===== src/rtl/rxq_pkg.sv =====
package rxq_pkg;

    localparam int unsigned RXQ_DATA_W = 16;
    localparam int unsigned RXQ_DEPTH  = 8;
    localparam int unsigned RXQ_TMO    = 32;

    // advance a circular index of a store with 'depth' entries
    function automatic int unsigned rxq_wrap_inc(input int unsigned idx, input int unsigned depth);
        return (idx == depth - 1) ? 0 : idx + 1;
    endfunction

endpackage


===== src/rtl/rxq_capture.sv =====
module rxq_capture #(
    parameter int unsigned DW = 16
) (
    input  logic          clk,
    input  logic          rst_n,
    input  logic          in_vld,
    input  logic [DW-1:0] in_data,
    output logic          cap_vld,
    output logic [DW-1:0] cap_data
);
    typedef struct packed {
        logic          vld;
        logic [DW-1:0] data;
    } cap_t;

    cap_t s_d, s_q;

    always_comb begin
        s_d      = s_q;
        s_d.vld  = in_vld;
        if (in_vld) begin
            s_d.data = in_data;
        end
    end

    always_ff @(posedge clk or negedge rst_n) begin
        if (!rst_n) begin
            s_q <= '0;
        end else begin
            s_q <= s_d;
        end
    end

    assign cap_vld  = s_q.vld;
    assign cap_data = s_q.data;

endmodule


===== src/rtl/rxq_store.sv =====
module rxq_store
    import rxq_pkg::*;
#(
    parameter int unsigned DW    = 16,
    parameter int unsigned DEPTH = 8,
    localparam int unsigned PW   = (DEPTH > 1) ? $clog2(DEPTH) : 1,
    localparam int unsigned CW   = $clog2(DEPTH + 1)
) (
    input  logic          clk,
    input  logic          rst_n,
    input  logic          push,
    input  logic [DW-1:0] push_data,
    input  logic          rd_req,
    output logic [DW-1:0] rd_data,
    output logic [CW-1:0] count,
    output logic          ovr_evt
);
    typedef struct packed {
        logic [DEPTH-1:0][DW-1:0] mem;
        logic [PW-1:0]            wptr;
        logic [PW-1:0]            rptr;
        logic [CW-1:0]            count;
        logic [DW-1:0]            rdata;
        logic                     ovr;
    } store_t;

    store_t s_d, s_q;
    logic   pop;
    logic   full;
    logic   accept;

    always_comb begin
        s_d     = s_q;
        s_d.ovr = 1'b0;
        full    = (s_q.count == CW'(DEPTH));
        pop     = rd_req && (s_q.count != '0);
        accept  = push && (!full || pop);

        if (pop) begin
            s_d.rdata = s_q.mem[s_q.rptr];
            s_d.rptr  = PW'(rxq_wrap_inc(int'(s_q.rptr), DEPTH));
        end else if (rd_req) begin
            s_d.rdata = '0;
        end

        if (accept) begin
            s_d.mem[s_q.wptr] = push_data;
            s_d.wptr          = PW'(rxq_wrap_inc(int'(s_q.wptr), DEPTH));
        end else if (push) begin
            s_d.ovr = 1'b1;
        end

        s_d.count = s_q.count + CW'(accept) - CW'(pop);
    end

    always_ff @(posedge clk or negedge rst_n) begin
        if (!rst_n) begin
            s_q <= '0;
        end else begin
            s_q <= s_d;
        end
    end

    assign rd_data = s_q.rdata;
    assign count   = s_q.count;
    assign ovr_evt = s_q.ovr;

    // occupancy stays within capacity
    a_r4_no_overflow: assert property (@(posedge clk) disable iff (!rst_n)
        s_q.count <= CW'(DEPTH));

    // a word hitting a full store without a read is dropped and flagged
    a_r5_drop_keeps_level: assert property (@(posedge clk) disable iff (!rst_n)
        (push && s_q.count == CW'(DEPTH) && !rd_req) |=> (s_q.ovr && s_q.count == CW'(DEPTH)));

    // an empty read returns zero and leaves occupancy alone
    a_r7_empty_read: assert property (@(posedge clk) disable iff (!rst_n)
        (rd_req && s_q.count == '0 && !push) |=> (s_q.rdata == '0 && s_q.count == '0));

endmodule


===== src/rtl/rxq_timer.sv =====
module rxq_timer #(
    parameter int unsigned CW  = 4,
    parameter int unsigned TMO = 32,
    localparam int unsigned TW = $clog2(TMO + 1)
) (
    input  logic          clk,
    input  logic          rst_n,
    input  logic          tick,
    input  logic [CW-1:0] level,
    output logic          tmo_evt
);
    typedef struct packed {
        logic [TW-1:0] cnt;
        logic          done;
        logic          evt;
    } tmr_t;

    tmr_t s_d, s_q;

    always_comb begin
        s_d     = s_q;
        s_d.evt = 1'b0;
        if (level == '0) begin
            s_d.cnt  = '0;
            s_d.done = 1'b0;
        end else if (tick && !s_q.done) begin
            if (s_q.cnt == TW'(TMO - 1)) begin
                s_d.evt  = 1'b1;
                s_d.done = 1'b1;
            end
            s_d.cnt = s_q.cnt + TW'(1);
        end
    end

    always_ff @(posedge clk or negedge rst_n) begin
        if (!rst_n) begin
            s_q <= '0;
        end else begin
            s_q <= s_d;
        end
    end

    assign tmo_evt = s_q.evt;

    // the timeout event lasts a single cycle
    a_r8_single_pulse: assert property (@(posedge clk) disable iff (!rst_n)
        s_q.evt |=> !s_q.evt);

    // an empty store never produces a timeout event
    a_r9_quiet_when_empty: assert property (@(posedge clk) disable iff (!rst_n)
        (level == '0) |=> !s_q.evt);

endmodule


===== src/rtl/rxq_timeout_buffer.sv =====
module rxq_timeout_buffer
    import rxq_pkg::*;
#(
    parameter int unsigned DATA_W    = RXQ_DATA_W,
    parameter int unsigned DEPTH     = RXQ_DEPTH,
    parameter int unsigned TMO_TICKS = RXQ_TMO,
    localparam int unsigned CW       = $clog2(DEPTH + 1),
    localparam int unsigned SVC_LVL  = DEPTH / 2
) (
    input  logic              clk,
    input  logic              rst_n,
    input  logic              word_valid,
    input  logic [DATA_W-1:0] word_data,
    input  logic              rd_req,
    input  logic              sclk_tick,
    output logic [DATA_W-1:0] rd_data,
    output logic [CW-1:0]     level,
    output logic              svc_req,
    output logic              tmo_evt,
    output logic              ovr_evt
);
    logic              cap_vld;
    logic [DATA_W-1:0] cap_data;

    rxq_capture #(.DW(DATA_W)) u_capture (
        .clk      (clk),
        .rst_n    (rst_n),
        .in_vld   (word_valid),
        .in_data  (word_data),
        .cap_vld  (cap_vld),
        .cap_data (cap_data)
    );

    rxq_store #(.DW(DATA_W), .DEPTH(DEPTH)) u_store (
        .clk       (clk),
        .rst_n     (rst_n),
        .push      (cap_vld),
        .push_data (cap_data),
        .rd_req    (rd_req),
        .rd_data   (rd_data),
        .count     (level),
        .ovr_evt   (ovr_evt)
    );

    rxq_timer #(.CW(CW), .TMO(TMO_TICKS)) u_timer (
        .clk     (clk),
        .rst_n   (rst_n),
        .tick    (sclk_tick),
        .level   (level),
        .tmo_evt (tmo_evt)
    );

    assign svc_req = (level >= CW'(SVC_LVL));

    // without a captured word the occupancy cannot grow
    a_r2_no_growth_without_capture: assert property (@(posedge clk) disable iff (!rst_n)
        !cap_vld |=> (level <= $past(level)));

endmodule


===== config.mk =====
export PLATFORM = sky130hd
export DESIGN_NAME = rxq_timeout_buffer
export DESIGN_NICKNAME = d
export VERILOG_FILES = /design/src/rtl/rxq_pkg.sv /design/src/rtl/rxq_capture.sv /design/src/rtl/rxq_store.sv /design/src/rtl/rxq_timer.sv /design/src/rtl/rxq_timeout_buffer.sv
export SDC_FILE = /design/constraint.sdc
export NUM_CORES = 1
export LEC_CHECK = 0
export BUFFER_PORTS_ARGS = -buffer_cell sky130_fd_sc_hd__buf_2
export CORE_ASPECT_RATIO = 0.6
export CORE_MARGIN = 1.5
export CORE_UTILIZATION = 61
export CTS_CLUSTER_DIAMETER = 120
export DETAILED_ROUTE_END_ITERATION = 16
export PLACE_DENSITY = 0.85
export SLEW_MARGIN = 20
export SYNTH_ARGS = -nofsm -noshare
export SYNTH_HDL_FRONTEND = slang
export SYNTH_SLANG_ARGS = --single-unit

===== constraint.sdc =====
create_clock -name clk -period 2.8 [get_ports clk]
set_input_delay 0.14 -clock clk [delete_from_list [all_inputs] [get_ports clk]]
set_output_delay 0.14 -clock clk [all_outputs]
set_load 0.01 [all_outputs]

Word level (Yosys, flattened, before mapping)
Cells that the tools add are included.
{"block": "totals", "reg_bits": 180, "elab_cells": 59}
{"block": "classes", "n_addsub": 5, "n_lt_le_gt_ge": 4, "eq_ne": 4, "n_mux": 15, "n_reduce_logical": 13}
{"cell": "bitwise mux 128 bit", "count": 1}
{"cell": "2-to-1 mux 16 bit", "count": 4}
{"cell": "binary-select mux 16 bit (select 3 bit)", "count": 1}
{"cell": "demux 16 bit (select 3 bit)", "count": 1}
{"cell": "< comparator 3 x 4 -> 1 bit (second input constant)", "count": 2}
{"cell": "2-to-1 mux 8 bit", "count": 1}
{"cell": "2-to-1 mux 7 bit", "count": 1}
{"cell": "adder 3 x 1 -> 3 bit (second input constant)", "count": 2}
{"cell": "adder 6 x 1 -> 6 bit (second input constant)", "count": 1}
{"cell": "equality test 3 bit (second input constant)", "count": 2}
{"cell": "equality test 6 x 5 -> 1 bit (second input constant)", "count": 1}
{"cell": "2-to-1 mux 3 bit", "count": 2}
{"cell": "nonzero test 2 bit", "count": 3}
{"cell": "adder 4 x 1 -> 4 bit", "count": 1}
{"cell": "equality test 4 bit (second input constant)", "count": 1}
{"cell": "greater-or-equal comparator 4 x 3 -> 1 bit (second input constant)", "count": 1}
{"cell": "logical AND 1 bit", "count": 4}
{"cell": "zero test 4 bit", "count": 1}
{"cell": "nonzero test 4 bit", "count": 1}
{"cell": "subtractor 4 x 1 -> 4 bit", "count": 1}
{"cell": "greater-or-equal comparator 3 x 1 -> 1 bit (second input constant)", "count": 1}
{"cell": "2-to-1 mux 1 bit", "count": 3}
{"cell": "zero test 1 bit", "count": 2}
{"cell": "2-to-1 mux 2 bit", "count": 1}
{"cell": "other kinds (2)", "count": 2}

Depth between registers and ports, before layout
Gate-level depths: netlist of the first run.
{"block": "depth", "depth_word": 6, "ltp_mapped": 12, "depth_no_buf": 11}

Hierarchy
From an unflattened synthesis of the first run, not the netlist that was laid out.
{"block": "unflattened", "hier_cells": 579, "area_unflattened_um2": 8431.8}
{"module": "rxq_store", "instances": 1, "cells_each": 508, "area_per_inst_um2": 7364.6}
{"module": "rxq_capture", "instances": 1, "cells_each": 35, "area_per_inst_um2": 674.4}
{"module": "rxq_timer", "instances": 1, "cells_each": 35, "area_per_inst_um2": 386.6}
{"module": "rxq_timeout_buffer", "instances": 1, "cells_each": 1, "area_per_inst_um2": 6.3}

Least setup slack after synthesis of the first run
No wires, ideal clock.
{"block": "synth_path", "kind": "register -> register", "start": "register u_store.s_q (netlist bit u_store.count[2])", "end": "register u_store.s_q (netlist bit u_store.count[2])", "setup_ns": 0.122, "arrival_ns": 2.352, "required_ns": 2.678, "slack_ns": 0.326, "path_stages_with_launch": 12, "path_buffers": 1, "path_cell_list": "dfrtp_1 -> inv_1 -> ha_1 -> nor3b_2 -> nand2b_1 -> buf_2 -> inv_1 -> ha_1 -> inv_1 -> ha_1 -> fa_1 -> xor2_1"}
{"element": "start: declaration", "line": "rxq_store.sv:27", "text": "store_t s_d, s_q;"}
{"element": "start signal: assignment", "line": "rxq_store.sv:58", "text": "s_q <= '0;"}
{"element": "start signal: assignment", "line": "rxq_store.sv:60", "text": "s_q <= s_d;"}

==> flow_metrics.tcl, run 1 <==
set metrics [dict create \
    synth_area_per_cell_um2 15.3 \
    status "completed" \
    drc 0 \
    synth.yosys.seq_area_share_pct 51.9 \
    post-route-util_pct 70.0 \
    die_area_um2 15000 \
    post-route-period-util_pct 86.3 \
    rows 33 \
    hold_path_class "in -> reg" \
    fp.coreArea_um2 13700 \
    areaGrowthSynthToFinish_pct 11.0 \
    dp.cells 773 \
    slowest_stage "fa_1" \
    dp_hpwl_um 11600 \
    fin_cells 822 \
    cts_max_level 4 \
    track_usage_pct 27.7 \
    firstDrtPassIters 5 \
    required_ns 3.11 \
    yosysMostFrequentCell "dfrtp_1" \
    postCtsSetupBuffers 0 \
    vias 4951 \
    synth_cells 566 \
    die_w_um 157 \
    maxCapViolations 0 \
    routabilityCongestion 0.762 \
    ys_types 36 \
    vdd_ir_drop_max_uv 569 \
    ys_warn_count 0 \
    crit_chain "inv_1 -> ha_1 -> nor3b_2 -> nand2b_1 -> inv_1 -> ha_1 -> inv_1 -> ha_1 -> fa_1 -> xor2_1" \
    io_buffers 43 \
    busiest_layer "met2" \
    synthFlopType "dfrtp_1" \
    wl_per_cell_um 22.8 \
    reg2reg_slack_ns 0.38 \
    grt_pass1_vias 5276 \
    die_y_um 95.4 \
    synth_nets 600 \
    clock_path_buffers 2 \
    fin_area_um2 9630 \
    cp-start-kind "flip-flop" \
    clock-root-buffer "clkbuf_16" \
    crit_type "reg -> reg" \
    final_nets 651 \
    start_util_pct 63.1 \
    clkTransAtPathRegs_ns 0.07 \
    period_minus_slack_ns 2.42 \
    syn_area_um2 8680 \
    ys_ff_latch 180 \
    numClockSinks 180 \
    critPathMaxStageDelay_ns 0.39 \
    grt_pass1_wl_um 30100 \
    ios 44 \
    grt_use_met1_pct 38.3 \
    grt_max_degree 85 \
    cts_buffers 17 \
    final-max-slew-violation-count 0 \
    cp_max_fo 5 \
    netlist_top_cells_count "dfrtp_1 (180), mux2_2 (102), mux2_4 (80)" \
    ant_nets 0 \
    slew_headroom_pct 47.8 \
    finalSetupViolations 0 \
    clk_latency_ns 0.44 \
    hold_viol_final 0 \
    synth.top_cell.area_share_pct 51.9 \
    overflow 0 \
    routed_wl_um 18700 \
    cts_tree "yes" \
    synth_top_area_cell "dfrtp_1" \
    antenna_found_initial 0 \
    fmax_mhz 414 \
    synth-edff-count 0 \
    arrival_ns 2.73 \
    fin_tns_setup_ns 0 \
    endpoint_kind "flip-flop" \
    worstMarginPinSlew_ns 0.783 \
    synth.area.top_cells "dfrtp_1 (52%), mux2_4 (14%), mux2_2 (13%), mux4_2 (4.2%), o2111ai_4 (2.4%)" \
    rsz0062_at_grt "false" \
    grtUsageMet2_pct 44.8 \
    use_met3_pct 4.23 \
    antennaDiodeCount 0 \
    p_per_area_nw_per_um2 1200 \
    skew_ns 0.0162 \
    p_leak_nw 4.49 \
    async_flop_share_pct 100 \
    placed_cell_area_um2 8910 \
    routed_via_density 6.02 \
    drive_gt1_share_pct 48.6 \
    drt_iter0_markers 264 \
]
[worst max-delay path, delay by kind of cell, from the launching register on]
kind / cells / cell delay (ns)
XOR/XNOR: 1 / 0.16
adder cells (fa/ha/maj): 4 / 1.08
buffers and inverters: 3 / 0.31
flip-flops: 1 / 0.37
AND/OR/NAND/NOR: 2 / 0.39
[power breakdown]
| group | switching (mW) | internal [mW] |
|---|---|---|
| Clock | 1.05 | 1.23 |
| Combinational | 1.95 | 2.68 |
| Sequential | 0.850 | 3.80 |
| Total | 3.85 | 7.72 |
[per-stage QoR]
| step | setup slack [ns] | power (mW) | hold WS [ns] |
|---|---|---|---|
| after floorplan | 0.326 | 8.21 | -0.156 |
| after global placement | 0.505 | 8.87 | 0.229 |
| after detailed placement | 0.418 | 9.21 | 0.257 |
| after CTS | 0.378 | 11.6 | 0.0976 |
| after global routing | 0.205 | 12.2 | 0.105 |
| final | 0.384 | 11.6 | 0.102 |
[metal layers]
metal | routed length (µm) | vias to the layer above
li1 | - | 2130
met2 | 9060 | 129
met1 | 8710 | 2667
met5 | 0 | -
met4 | 318 | 0
met3 | 625 | 25
[worst paths after layout]
path / start / to / depth (start not counted)
max: u_store.count[2]$_DFF_PN0_ / u_store.count[2]$_DFF_PN0_ / 10
max reg2reg: u_store.count[2]$_DFF_PN0_ / u_store.count[2]$_DFF_PN0_ / 10
min reg2reg: u_store.s_q[77]$_DFFE_PN0P_ / u_store.s_q[77]$_DFFE_PN0P_ / 1
min: word_valid / u_capture.cap_vld$_DFF_PN0_ / 1
min in group asynchronous: rst_n / u_capture.cap_data[0]$_DFFE_PN0P_ / 2
max in group asynchronous: rst_n / u_store.s_q[143]$_DFFE_PN0P_ / 3
[layout by cell type, fill, tap and decap left out, types with 2 or more instances in the layout]
cell type	instances
a21oi_1	4
buf_2	42
buf_4	22
clkbuf_16	17
clkinv_2	4
clkinvlp_4	3
dfrtp_1	179
dlygate4sd3_1	17
ha_1	12
inv_1	26
inv_6	5
mux2_2	102
mux2_4	80
mux4_2	16
nand2_1	4
nand2b_1	2
nand3b_1	2
nor2_1	22
nor2b_1	5
o2111ai_4	8
o21ai_0	2
o22ai_1	16
o32ai_1	16
or3_1	2
xor2_1	3
[cell families (layout without fill, tap and decap cells)]
| family | after synthesis | count (layout) | synth area share (%) |
|---|---|---|---|
| compound gates | 50 | 50 | 5.88 |
| xor+xnor | 4 | 4 | 0.404 |
| fa+ha+maj | 13 | 13 | 1.96 |
| buf+inv | 77 | 141 | 5.96 |
| flops | 180 | 180 | 51.9 |
| mux | 199 | 199 | 31.3 |
| simple gates | 43 | 43 | 2.54 |
[final cells by class]
class	instances	area, µm²
repair buffers	83	577
fillers	896	4120
flip-flops and latches	180	4510
well taps	192	240
clock inverters	14	125
clock buffers	18	429
multi-input cells	309	3660
inverters	26	97.6
[timing repair]
item | CTS | global route
hold endpoints to repair | 97 | 0
resized for setup | 0 | 0
hold buffers | 17 | 0
[state kept, by name (all words and copies together) (netlist names)]
signal	cells
u_store.s_q	134
u_store.ovr_evt	1
u_capture.cap_vld	1
u_store.rd_data	16
u_store.count	4
u_capture.cap_data	16
u_timer.s_q	7
u_timer.tmo_evt	1
(Power assumes the default switching activity.)
==> inputs of run 2 (changes only) <==
--- a/config.mk
+++ b/config.mk
@@ -5,13 +5,14 @@
 export SDC_FILE = /design/constraint.sdc
 export NUM_CORES = 1
 export LEC_CHECK = 0
+export ABC_AREA = 1
 export BUFFER_PORTS_ARGS = -buffer_cell sky130_fd_sc_hd__buf_2
 export CORE_ASPECT_RATIO = 0.6
 export CORE_MARGIN = 1.5
-export CORE_UTILIZATION = 61
+export CORE_UTILIZATION = 62
 export CTS_CLUSTER_DIAMETER = 120
 export DETAILED_ROUTE_END_ITERATION = 16
-export PLACE_DENSITY = 0.85
+export PLACE_DENSITY = 0.86
 export SLEW_MARGIN = 20
 export SYNTH_ARGS = -nofsm -noshare
 export SYNTH_HDL_FRONTEND = slang
==> flow_metrics.tcl, run 2 <==
set metrics [dict create \
    status "completed" \
    netlist_top_cells_count "nand2_1 (472), dfrtp_1 (180), nand4_1 (130)" \
    drt_iter0_markers 1295 \
    required_ns 3.12 \
    cp_max_fo 7 \
    hold_path_class "in -> reg" \
    min_from "rd_req" \
    grt_pass1_vias 7767 \
    worstMarginPinSlew_ns 1.07 \
    synth.top_cell.area_share_pct 47.8 \
    largest_reg_flops 134 \
    cts_tree "yes" \
    hold_viol_final 0 \
    total_power_mw 11.9 \
    fmax_mhz 430 \
    combPwrFrac_pct 41.0 \
    numClockSinks 180 \
    die_w_um 162 \
    routed_via_density 5.99 \
    routed_wl_um 25700 \
    intPower_mw 6.69 \
    holdBufCountCts 18 \
    wl_per_cell_um 18.5 \
    holdPathStages 4 \
    period_minus_slack_ns 2.33 \
    placed_cell_area_um2 9480 \
    synth_nets 1223 \
    firstDrtPassIters 5 \
    synthFlopType "dfrtp_1" \
    layout_commonest_cell "nand2_1" \
    slew_headroom_pct 28.4 \
    layout_common_cells "nand2_1 (472), dfrtp_1 (178), nand4_1 (130)" \
    synth-edff-count 0 \
    track_usage_pct 33.6 \
    regMostFlops "u_store.s_q" \
    ios 44 \
    seq_power_share_pct 37.8 \
    areaGrowthSynthToFinish_pct 9.09 \
    antenna_found_initial 0 \
    grt_max_degree 77 \
    synth_area_per_cell_um2 7.92 \
    clock_power_share_pct 21.3 \
    vias 8339 \
    r2r-start "u_store.count[2]$_DFF_PN0_" \
    netSwitchingPower_mw 5.19 \
    start_util_pct 64.2 \
    p_per_area_nw_per_um2 1160 \
    die_y_um 98.5 \
    rsz0062_at_grt "false" \
    synth_top_area_cell "dfrtp_1" \
    startpoint "u_store.count[2]$_DFF_PN0_" \
    rows 34 \
    routabilityCongestion 0.840 \
    clkTransAtPathRegs_ns 0.07 \
    dp_hpwl_um 15600 \
    die_area_um2 16000 \
    cp-start-kind "flip-flop" \
    ys_warn_count 0 \
    drc 0 \
    drive_gt1_share_pct 11.8 \
    cts_buffers 17 \
    ys_types 27 \
    grt_pass1_wl_um 41300 \
    p_sw_share_pct 43.7 \
    clk_latency_ns 0.44 \
    async_flop_share_pct 100 \
    p_leak_nw 5.49 \
    syn_area_um2 9420 \
    ctsResizeCount 0 \
    setup_slack_ns 0.474 \
    post-route-period-util_pct 83.1 \
    skew_ns 0.0114 \
    fp.coreArea_um2 14700 \
    ys_ff_latch 180 \
    synth_cells 1189 \
    final_nets 1214 \
    synth.yosys.seq_area_share_pct 47.8 \
    arrival_ns 2.65 \
    ant_nets 0 \
    cts_max_level 4 \
    finalSetupViolations 0 \
    place_worst_setup_slack_ns 0.488 \
    overflow 0 \
    synth.area.top_cells "dfrtp_1 (48%), nand2_1 (19%), nand4_1 (8.6%), nand3_1 (5.3%), inv_1 (4.5%)" \
    clock-root-buffer "clkbuf_16" \
    reg2regPathDepth 10 \
    fin_area_um2 10300 \
    yosysMostFrequentCell "nand2_1" \
    fin_tns_setup_ns 0 \
    clock_path_buffers 2 \
    antennaDiodeCount 0 \
    maxCapViolations 0 \
    num-fill-cells 1168 \
    endpoint_kind "flip-flop" \
    io_buffers 43 \
    final-max-slew-violation-count 0 \
    postCtsSetupBuffers 0 \
    crit_type "reg -> reg" \
    vdd_ir_drop_max_uv 854 \
]
-- run 2: per-stage QoR --
stage	utilization, %	instances	hold WS, ns
after global placement	64.6	1341	0.184
after floorplan	-	1189	-0.156
after CTS	70.0	1391	0.0839
after global routing	70.0	1391	0.109
final	70.0	1391	0.0833
after detailed placement	64.6	1341	0.179
-- run 2: per-layer routing --
metal,up-vias,GRT usage [%],routed length [µm]
li1,3781,-,-
met1,3965,49.4,10700
met2,527,49.8,11300
met3,66,9.05,3320
met4,0,8.47,422
met5,-,0,0
-- run 2: cell families (layout without fill, tap and decap cells) --
kind of cell	after synthesis	in the layout	synth area share, %
simple gates	732	732	35.8
buf+inv	233	237	11.7
flops	180	180	47.8
mux	16	16	1.91
fa+ha+maj	13	13	1.81
compound gates	13	13	0.863
xor+xnor	2	2	0.186
-- run 2: final timing paths --
path	to	slack (ns)
min in group asynchronous	u_store.s_q[127]$_DFFE_PN0P_	0.27
worst max register to register	u_store.count[2]$_DFF_PN0_	0.47
worst min register to register	u_store.s_q[118]$_DFFE_PN0P_	0.47
max in group asynchronous	u_capture.cap_vld$_DFF_PN0_	1.68
worst max-delay path	u_store.count[2]$_DFF_PN0_	0.47
worst min-delay path	u_store.rd_data[8]$_DFFE_PN0P_	0.08
-- run 2: layout make-up --
type                       instances  area (µm²)  share of cell area, %
sequential                       180        4510                   43.9
multi-input combinational        776        3820                   37.1
timing repair buffer              86         639                   6.22
clock buffer                      19         453                   4.41
inverter                         119         449                   4.37
tap                              198         248                   2.41
clock inverter                    13         159                   1.55
-- run 2: power groups by stage --
stage	logic (mW)	clock network [mW]	registers, mW
after global routing	5.39	2.64	4.60
after CTS	4.75	2.52	4.45
after floorplan	3.73	0	4.18
after global placement	4.48	0	4.44
after detailed placement	4.65	0	4.48
final	4.87	2.53	4.49
-- run 2: worst max-delay path, stage by stage, from the launching register on --
cell and delay, ns:
dfrtp_1 0.38, inv_1 0.12, ha_1 0.23, nand2_1 0.18
inv_1 0.17, nor2_1 0.08, ha_1 0.28, inv_1 0.04
ha_1 0.20, fa_1 0.38, xor2_1 0.15
==> inputs of run 3 (changes only) <==
--- a/config.mk
+++ b/config.mk
@@ -5,14 +5,14 @@
 export SDC_FILE = /design/constraint.sdc
 export NUM_CORES = 1
 export LEC_CHECK = 0
-export ABC_AREA = 1
+export ABC_AREA = 0
 export BUFFER_PORTS_ARGS = -buffer_cell sky130_fd_sc_hd__buf_2
 export CORE_ASPECT_RATIO = 0.6
 export CORE_MARGIN = 1.5
-export CORE_UTILIZATION = 62
+export CORE_UTILIZATION = 55
 export CTS_CLUSTER_DIAMETER = 120
 export DETAILED_ROUTE_END_ITERATION = 16
-export PLACE_DENSITY = 0.86
+export PLACE_DENSITY = 0.82
 export SLEW_MARGIN = 20
 export SYNTH_ARGS = -nofsm -noshare
 export SYNTH_HDL_FRONTEND = slang
==> constraint.sdc (replaced) <==
create_clock -name clk -period 1.87 [get_ports clk]
set_input_delay 0.0935 -clock clk [delete_from_list [all_inputs] [get_ports clk]]
set_output_delay 0.0935 -clock clk [all_outputs]
set_load 0.01 [all_outputs]
==> flow_metrics.tcl, run 3 (synthesized netlist as in run 1, its figures left out) <==
set metrics [dict create \
    status "finished with violations" \
    violations "setup timing" \
    cp_max_fo 11 \
    timing.rr.end "u_store.s_q[55]$_DFFE_PN0P_" \
    path_buf_inv 3 \
    drc 0 \
    post-route-util_pct 67.2 \
    grt_pass1_wl_um 32100 \
    total_power_mw 18.7 \
    layout_commonest_cell "dfrtp_1" \
    overflow 0 \
    drt_iter0_markers 263 \
    worstMarginPinSlew_ns 0.560 \
    cts_max_level 4 \
    routed_via_density 5.83 \
    cts_buffers 17 \
    crit_type "reg -> reg" \
    cp-start-kind "flip-flop" \
    rows 35 \
    die_y_um 100 \
    ios 44 \
    holdPathStages 2 \
    clk_latency_ns 0.43 \
    clock_path_buffers 2 \
    crit_family "buffers and inverters" \
    post-route-period-util_pct 112 \
    start_util_pct 56.5 \
    p_per_area_nw_per_um2 1810 \
    largest_reg_flops 134 \
    dp_hpwl_um 12600 \
    die_w_um 165 \
    hold_viol_final 0 \
    setup_slack_ns -0.232 \
    numClockSinks 180 \
    clock-root-buffer "clkbuf_16" \
    skew_ns 0.00946 \
    final_nets 675 \
    reg2reg_slack_ns -0.23 \
    final-max-slew-violation-count 0 \
    maxCapViolations 0 \
    cp_common_cell "buf_12" \
    routed_wl_um 19700 \
    clkTransAtPathRegs_ns 0.07 \
    cts_tree "yes" \
    regMostFlops "u_store.s_q" \
    period_minus_slack_ns 2.10 \
    antenna_found_initial 0 \
    routabilityCongestion 0.796 \
    fp.coreArea_um2 15400 \
    num-fill-cells 987 \
    required_ns 2.19 \
    min_from "rd_req" \
    fmax_mhz 476 \
    hold_path_end "u_store.rd_data[7]$_DFFE_PN0P_" \
    wl_per_cell_um 23.0 \
    finalSetupViolations 133 \
    critPathMaxStageDelay_ns 0.40 \
    die_area_um2 16600 \
    firstDrtPassIters 5 \
    slew_headroom_pct 62.7 \
    track_usage_pct 26.3 \
    vias 4999 \
    crit_chain "inv_2 -> ha_1 -> or3b_4 -> buf_12 -> o2111ai_4 -> buf_12 -> mux2_4" \
    endpoint_kind "flip-flop" \
    hold_path_class "in -> reg" \
    grt_pass1_vias 5489 \
    areaGrowthSynthToFinish_pct 19.0 \
    drive_gt1_share_pct 52.6 \
    rsz0062_at_grt "true" \
    io_buffers 43 \
    p_leak_nw 4.96 \
    layout_common_cells "dfrtp_1 (179), mux2_4 (128), mux2_2 (54)" \
    grt_max_degree 63 \
    arrival_ns 2.42 \
    slowest_stage "dfrtp_1" \
    ant_nets 0 \
    r2r-start "u_store.count[2]$_DFF_PN0_" \
    reg2regPathDepth 7 \
    vdd_ir_drop_max_uv 766 \
    antennaDiodeCount 0 \
]
run 3: cell type report:
cell class                      count  area (µm²)  area share [%]
Clock inverter                     14         184            1.78
Inverter                           26         103           0.993
Sequential cell                   180        4510            43.6
Tap cell                          203         254            2.46
Timing Repair Buffer              107         942            9.12
Clock buffer                       18         439            4.25
Multi-Input combinational cell    309        3900            37.8
run 3: worst max path at each step:
| stage | from | end | slack, ns | depth (start not counted) |
|---|---|---|---|---|
| finish | u_store.count[2]$_DFF_PN0_ | u_store.s_q[55]$_DFFE_PN0P_ | -0.23 | 7 |
| global route | u_store.count[2]$_DFF_PN0_ | u_store.s_q[110]$_DFFE_PN0P_ | -0.30 | 7 |
| floorplan | u_store.count[2]$_DFF_PN0_ | u_store.count[2]$_DFF_PN0_ | -0.36 | 11 |
| CTS | u_store.count[2]$_DFF_PN0_ | u_store.s_q[29]$_DFFE_PN0P_ | -0.23 | 7 |
| global placement | u_store.count[2]$_DFF_PN0_ | u_store.s_q[139]$_DFFE_PN0P_ | -0.19 | 7 |
| detailed placement | u_store.count[2]$_DFF_PN0_ | u_store.s_q[89]$_DFFE_PN0P_ | -0.21 | 7 |
run 3: layer usage:
metal,vias up,routed length [µm],track usage (%)
li1,2174,-,-
met1,2681,9250,37.3
met3,26,800,5.79
met4,0,310,7.42
met2,118,9370,41.2
met5,-,0,0
run 3: power by group:
group,switching [mW],internal [mW]
logic,3.09,4.76
registers,1.40,5.69
clock network,1.68,2.07
total,6.17,12.5
run 3: what timing repair did:
action	CTS	global route
hold buffers	17	0
hold endpoints to repair	120	0
setup endpoints to repair	131	134
buffers inserted	4	1
resized for setup	7	1
pin swaps	4	0
gates cloned	0	0
run 3: through the flow:
| step | instance area, µm² | cells | worst slack, ns | setup TNS, ns | hold slack, ns |
|---|---|---|---|---|---|
| 2_1_floorplan | 8940 | 566 | -0.364 | -21.39 | -0.202 |
| 3_3_place_gp | 9470 | 803 | -0.186 | -22.42 | 0.0311 |
| 3_5_place_dp | 9470 | 803 | -0.212 | -24.95 | 0.0345 |
| 4_1_cts | 10300 | 856 | -0.230 | -26.59 | 0.0368 |
| 5_1_grt | 10300 | 857 | -0.301 | -36.63 | 0.0375 |
| 6_report | 10300 | 857 | -0.232 | -26.71 | 0.0428 |
